`src/rtl/wdg_pkg.sv`:
```
package wdg_pkg;

    localparam int DATA_W  = 8;
    localparam int PER_W   = 3;
    localparam int ARM_BIT = PER_W;
    localparam int UNL_BIT = PER_W + 1;

    typedef struct packed {
        logic             unlock;
        logic             arm;
        logic [PER_W-1:0] per;
    } wdg_ctrl_t;

    localparam int CTRL_W = $bits(wdg_ctrl_t);

    function automatic wdg_ctrl_t unpack_word(input logic [DATA_W-1:0] w);
        wdg_ctrl_t c;
        c.per    = w[PER_W-1:0];
        c.arm    = w[ARM_BIT];
        c.unlock = w[UNL_BIT];
        return c;
    endfunction

    function automatic logic [DATA_W-1:0] pack_word(input wdg_ctrl_t c);
        logic [DATA_W-1:0] w;
        w = '0;
        w[CTRL_W-1:0] = c;
        return w;
    endfunction

endpackage

```
`src/rtl/wdg_ctrl.sv`:
```
module wdg_ctrl
    import wdg_pkg::*;
#(
    parameter int WIN_CYC = 4
) (
    input  logic              clk,
    input  logic              rst,
    input  logic              wr_en_i,
    input  logic [DATA_W-1:0] wr_data_i,
    output wdg_ctrl_t         ctrl_o,
    output logic [DATA_W-1:0] rd_data_o
);
    localparam int WIN_W = $clog2(WIN_CYC + 1);

    logic             arm_q;
    logic [PER_W-1:0] per_q;
    logic [WIN_W-1:0] win_q;
    logic             win_open;
    wdg_ctrl_t        req;

    assign win_open = (win_q != '0);
    assign req      = unpack_word(wr_data_i);

    always_ff @(posedge clk) begin
        if (rst) begin
            arm_q <= 1'b0;
            per_q <= '0;
            win_q <= '0;
        end else begin
            if (wr_en_i) begin
                per_q <= req.per;
                if (req.arm)
                    arm_q <= 1'b1;
                else if (win_open)
                    arm_q <= 1'b0;

                if (req.arm && req.unlock)
                    win_q <= WIN_W'(WIN_CYC);
                else if (!req.arm && win_open)
                    win_q <= '0;
                else if (win_open)
                    win_q <= win_q - 1'b1;
            end else if (win_open) begin
                win_q <= win_q - 1'b1;
            end
        end
    end

    assign ctrl_o.unlock = win_open;
    assign ctrl_o.arm    = arm_q;
    assign ctrl_o.per    = per_q;
    assign rd_data_o     = pack_word(ctrl_o);


    arm_guard_chk: assert property (@(posedge clk) disable iff (rst)
        $fell(arm_q) |-> $past(win_open && wr_en_i && !wr_data_i[ARM_BIT]));


    win_source_chk: assert property (@(posedge clk) disable iff (rst)
        $rose(win_open) |-> $past(wr_en_i && wr_data_i[ARM_BIT] && wr_data_i[UNL_BIT]));


    unlock_arms_chk: assert property (@(posedge clk) disable iff (rst)
        $rose(win_open) |-> arm_q);

endmodule

```
`src/rtl/wdg_counter.sv`:
```
module wdg_counter
    import wdg_pkg::*;
#(
    parameter int BASE_SHIFT = 4
) (
    input  logic             clk,
    input  logic             rst,
    input  logic             tick_i,
    input  logic             kick_i,
    input  logic             arm_i,
    input  logic [PER_W-1:0] per_i,
    output logic             wdt_rst_o
);
    localparam int CNT_W = BASE_SHIFT + (1 << PER_W) - 1;

    logic [CNT_W-1:0] cnt_q;
    logic [CNT_W-1:0] lim;
    logic [31:0]      lim_wide;
    logic             pulse_q;

    assign lim_wide = (32'd1 << (32'(per_i) + BASE_SHIFT)) - 32'd1;
    assign lim      = lim_wide[CNT_W-1:0];

    always_ff @(posedge clk) begin
        if (rst) begin
            cnt_q   <= '0;
            pulse_q <= 1'b0;
        end else begin
            pulse_q <= 1'b0;
            if (!arm_i || kick_i) begin
                cnt_q <= '0;
            end else if (tick_i) begin
                if (cnt_q == lim) begin
                    cnt_q   <= '0;
                    pulse_q <= 1'b1;
                end else begin
                    cnt_q <= cnt_q + 1'b1;
                end
            end
        end
    end

    assign wdt_rst_o = pulse_q;


    pulse_width_chk: assert property (@(posedge clk) disable iff (rst)
        wdt_rst_o |=> !wdt_rst_o);


    armed_pulse_chk: assert property (@(posedge clk) disable iff (rst)
        wdt_rst_o |-> $past(arm_i && tick_i && !kick_i));


    hold_no_tick_chk: assert property (@(posedge clk) disable iff (rst)
        $past(arm_i && !tick_i && !kick_i) |-> cnt_q == $past(cnt_q));

endmodule

```
`src/rtl/wdg_guard.sv`:
```
module wdg_guard
    import wdg_pkg::*;
#(
    parameter int BASE_SHIFT = 4,
    parameter int WIN_CYC    = 4
) (
    input  logic              clk,
    input  logic              rst,
    input  logic              tick_i,
    input  logic              kick_i,
    input  logic              wr_en_i,
    input  logic [DATA_W-1:0] wr_data_i,
    output logic [DATA_W-1:0] rd_data_o,
    output logic              wdt_rst_o
);
    wdg_ctrl_t ctrl;

    wdg_ctrl #(.WIN_CYC(WIN_CYC)) ctrl_i (
        .clk       (clk),
        .rst       (rst),
        .wr_en_i   (wr_en_i),
        .wr_data_i (wr_data_i),
        .ctrl_o    (ctrl),
        .rd_data_o (rd_data_o)
    );

    wdg_counter #(.BASE_SHIFT(BASE_SHIFT)) cnt_i (
        .clk       (clk),
        .rst       (rst),
        .tick_i    (tick_i),
        .kick_i    (kick_i),
        .arm_i     (ctrl.arm),
        .per_i     (ctrl.per),
        .wdt_rst_o (wdt_rst_o)
    );

endmodule

```
`config.mk`:
```
export PLATFORM = sky130hd
export DESIGN_NAME = wdg_guard
export DESIGN_NICKNAME = d
export VERILOG_FILES = /design/src/rtl/wdg_pkg.sv /design/src/rtl/wdg_ctrl.sv /design/src/rtl/wdg_counter.sv /design/src/rtl/wdg_guard.sv
export SDC_FILE = /design/constraint.sdc
export NUM_CORES = 1
export LEC_CHECK = 0
export BUFFER_PORTS_ARGS = -buffer_cell sky130_fd_sc_hd__buf_2
export CORE_UTILIZATION = 57
export DETAILED_ROUTE_END_ITERATION = 10
export HOLD_SLACK_MARGIN = 0.08
export PLACE_DENSITY = 0.82
export RECOVER_POWER = 100
export SYNTH_ARGS = -nofsm -noshare
export SYNTH_HDL_FRONTEND = slang
export SYNTH_SLANG_ARGS = --single-unit
export TNS_END_PERCENT = 50
```
`constraint.sdc`:
```
create_clock -name clk -period 3.96 [get_ports clk]
set_input_delay 0.198 -clock clk [delete_from_list [all_inputs] [get_ports clk]]
set_output_delay 0.198 -clock clk [all_outputs]
set_load 0.02 [all_outputs]
```
==> metrics <==
initial core utilization 60.9%; critical path startpoint ctrl_i.per_q[2]$_SDFFE_PP0P_; worst-margin pin slew 1030 ps; root buffer cell clkbuf_4; buffers plus inverters on the worst setup path 0; die height 44.9 µm; library cells used by synthesis 31; CTS tree done; Clock Skews 1.30 ps; CP arrival 2350 ps; hold crit path type primary input to register; clk sinks 19; CP top delay family simple AND/OR/NAND/NOR gates; total track usage 19.1%; crit share post-route 55.7%; violated checks design-rule violations; largest stage delay on the critical path 850 ps; Slew HR 31.3%; clock latency on the worst-skew pair 290 ps; IO Pins 22; largest area contributor in the synthesized netlist dfxtp_1; crit end category register; GPL Wtd Cong 0.815; Endpoint, Worst Hold ctrl_i.per_q[0]$_SDFFE_PP0P_; switch share 32.2%; Clk pwr share 22.7%; core area 1730 µm²; Async SR Flop Fraction 0%; Initial DRT Pass Iterations 7; worst r2r path cells 5; Avg Synthesized Cell Area 8.69 µm²; gr ovfl total 0; startpoint types register; antenna diode instance count 0; synthesis-stage register bit count 19; Fmax achieved 0.454 GHz; filler cell count 155; DRC Markers 2; routed length per instance 11.2 µm; Area Overhead vs Synth 5.24%; Main synth FF type dfxtp_1; worst slack, placed 1750 ps; Hold Crit Start wr_data_i[0]; initial antenna violation count 0; sequential cell area fraction in the yosys report 36.2%; RR Startpoint ctrl_i.per_q[2]$_SDFFE_PP0P_; number of global-route vias before repair 707; unrepaired setup endpoints after global routing no; Leakage 0.000426 µW; final hold viol count 0; Synth area leaders dfxtp_1 (36%), mux2i_1 (5.7%), nand2_1 (5.4%); Int Pwr 291 µW; via count 821; largest net degree at the start of global routing 14; Max Slew Vio Count 0; CTS-repair resized insts 0; setup_tns 0 ps; Via density 5.26; CP max-delay cell nor4b_2; final setup vio count 0; Power Density 388 nW/µm²; Final Core Density 64.1%; 1st-iter DRT viols 11; setup bufs post-CTS 0; DIE AREA 2020 µm²; Max Cap Violations 0; post-synthesis cell area 1050 µm²; Die Width 44.9 µm; status finished with violations; Routed Antenna Nets 0; crit path max fanout 13; Reg power frac 50.1%; Setup WS post-layout 1760 ps; cells along the critical path nor3_1, o32ai_1, a21oi_1, nor4b_2, nor3_1; Total Power 430 µW; worst reg-to-reg setup slack 1760 ps; post-synth top area share 36.2%; Post-Synthesis Cells 121; Reg clk slew, reported paths 110 ps; crit path kind register to register; Logic pwr share 27.1%; first-pass GRT wire length 2860 µm; switching pwr 139 µW; hold path depth 3; port buffer count 15; R2R Path End cnt_i.cnt_q[9]$_SDFFE_PP0P_; CTS H-tree lvls 1; Worst path most repeated cell nor3_1; total number of yosys warnings 0; Required @ worst endpoint 4100 ps; fraction of layout cells with a size suffix above 1 13.7%; final wirelength 1750 µm; VDD IR max 285 µV; EDFF count, synth 0; hold buffers post-CTS 0; clk buf depth 2; Layout Nets 148; Site Rows 15; dpl hpwl 1310 µm; min Tclk post-route 2200 ps; Num CTS Buffers 3
==> Yosys cell counts (all sizes together), types with 2 or more instances <==
cell / n
nor2b: 2
ha: 3
buf: 8
inv: 5
and3: 2
nor4: 2
dfxtp: 19
nor3: 12
xor2: 6
xnor2: 5
nand4: 3
a21oi: 5
a31oi: 2
nor2: 11
nand2: 15
mux2i: 6
clkbuf: 3
==> through the flow <==
step / hold WS, ps / cell area (µm²) / std cells
6_report: 132 / 1110 / 156
5_1_grt: 136 / 1110 / 156
4_1_cts: 134 / 1110 / 156
3_5_place_dp: 441 / 1090 / 152
3_3_place_gp: 438 / 1090 / 152
2_1_floorplan: 270 / 1060 / 123
==> cell type report <==
class                           instances  area (µm²)  share of cell area (%)
Sequential cell                        19         380                    34.4
Tap cell                               25        31.3                    2.83
Multi-Input combinational cell         88         581                    52.5
Inverter                                5        18.8                    1.70
Clock inverter                          1        5.00                   0.452
Timing Repair Buffer                   15        67.6                    6.11
Clock buffer                            3        22.5                    2.04
==> metal layers <==
metal	wire length, µm	track usage, %	vias to the layer above
li1	-	-	427
met1	811	23.1	371
met2	851	32.2	21
met3	77	4.80	2
met4	13	7.88	0
met5	0	0	-
==> tightest hold or removal path, stage by stage <==
cell and delay, ps:
buf_2 70, mux2i_1 50, nor2_1 70
==> placed cells by master (no fill, tap or decap) <==
| cell | Yosys | layout |
|---|---|---|
| a21oi_1 | 5 | 5 |
| nor4_1 | 2 | 2 |
| nor2_1 | 11 | 11 |
| or2_4 | 1 | 1 |
| clkbuf_1 | 3 | 6 |
| nand2b_1 | 1 | 1 |
| nor2b_1 | 2 | 2 |
| a22oi_1 | 1 | 1 |
| a31oi_1 | 2 | 2 |
| nor3_2 | 2 | 2 |
| clkbuf_4 | 0 | 3 |
| a2111oi_4 | 1 | 1 |
| inv_1 | 5 | 5 |
| a41o_1 | 1 | 1 |
| xor2_1 | 6 | 6 |
| mux2i_1 | 6 | 6 |
| buf_2 | 0 | 9 |
| o211a_1 | 1 | 1 |
| xnor2_1 | 5 | 5 |
| o32ai_1 | 1 | 1 |
| conb_1 | 1 | 3 |
| nand4_1 | 3 | 3 |
| ha_1 | 3 | 3 |
| nor4b_2 | 1 | 1 |
| dfxtp_1 | 19 | 19 |
| nand3_1 | 1 | 1 |
| nand2_1 | 15 | 15 |
| clkinv_2 | 0 | 1 |
| o2bb2ai_1 | 1 | 1 |
| nor3_1 | 10 | 10 |
| and2_1 | 1 | 1 |
| and3_1 | 2 | 2 |
==> state kept, by name (all words and copies together), names as in the netlist <==
register and count:
ctrl_i.win_q 3, cnt_i.cnt_q 11, cnt_i.wdt_rst_o 1, ctrl_i.arm_q 1
ctrl_i.per_q 3
==> power by group through the flow <==
| stage | Combinational (µW) | Clock (µW) | Sequential (µW) |
|---|---|---|---|
| 3_5_place_dp | 119 | 0 | 220 |
| 6_report | 117 | 97.7 | 215 |
| 2_1_floorplan | 111 | 0 | 217 |
| 4_1_cts | 120 | 99.9 | 215 |
| 3_3_place_gp | 113 | 0 | 218 |
| 5_1_grt | 134 | 107 | 217 |
==> worst max path at each step <==
stage | to | cells after the start | slack [ps]
2_1_floorplan | cnt_i.cnt_q[0]$_SDFFE_PP0P_ | 7 | 2270
6_report | cnt_i.cnt_q[9]$_SDFFE_PP0P_ | 5 | 1760
3_5_place_dp | cnt_i.wdt_rst_o$_SDFF_PP0_ | 5 | 1750
4_1_cts | cnt_i.wdt_rst_o$_SDFF_PP0_ | 5 | 1730
5_1_grt | cnt_i.cnt_q[9]$_SDFFE_PP0P_ | 5 | 1480
3_3_place_gp | cnt_i.wdt_rst_o$_SDFF_PP0_ | 5 | 1800
==> cell families (layout without fill, tap and decap cells) <==
kind of cell,count (synthesis),after routing,synth area share [%]
flops,19,19,36.2
other cells,1,3,0.357
xor+xnor,11,11,9.17
buf+inv,16,24,9.29
mux,6,6,5.71
simple gates,52,52,25.2
fa+ha+maj,3,3,3.57
compound gates,13,13,10.5
(Power assumes the default switching activity.)
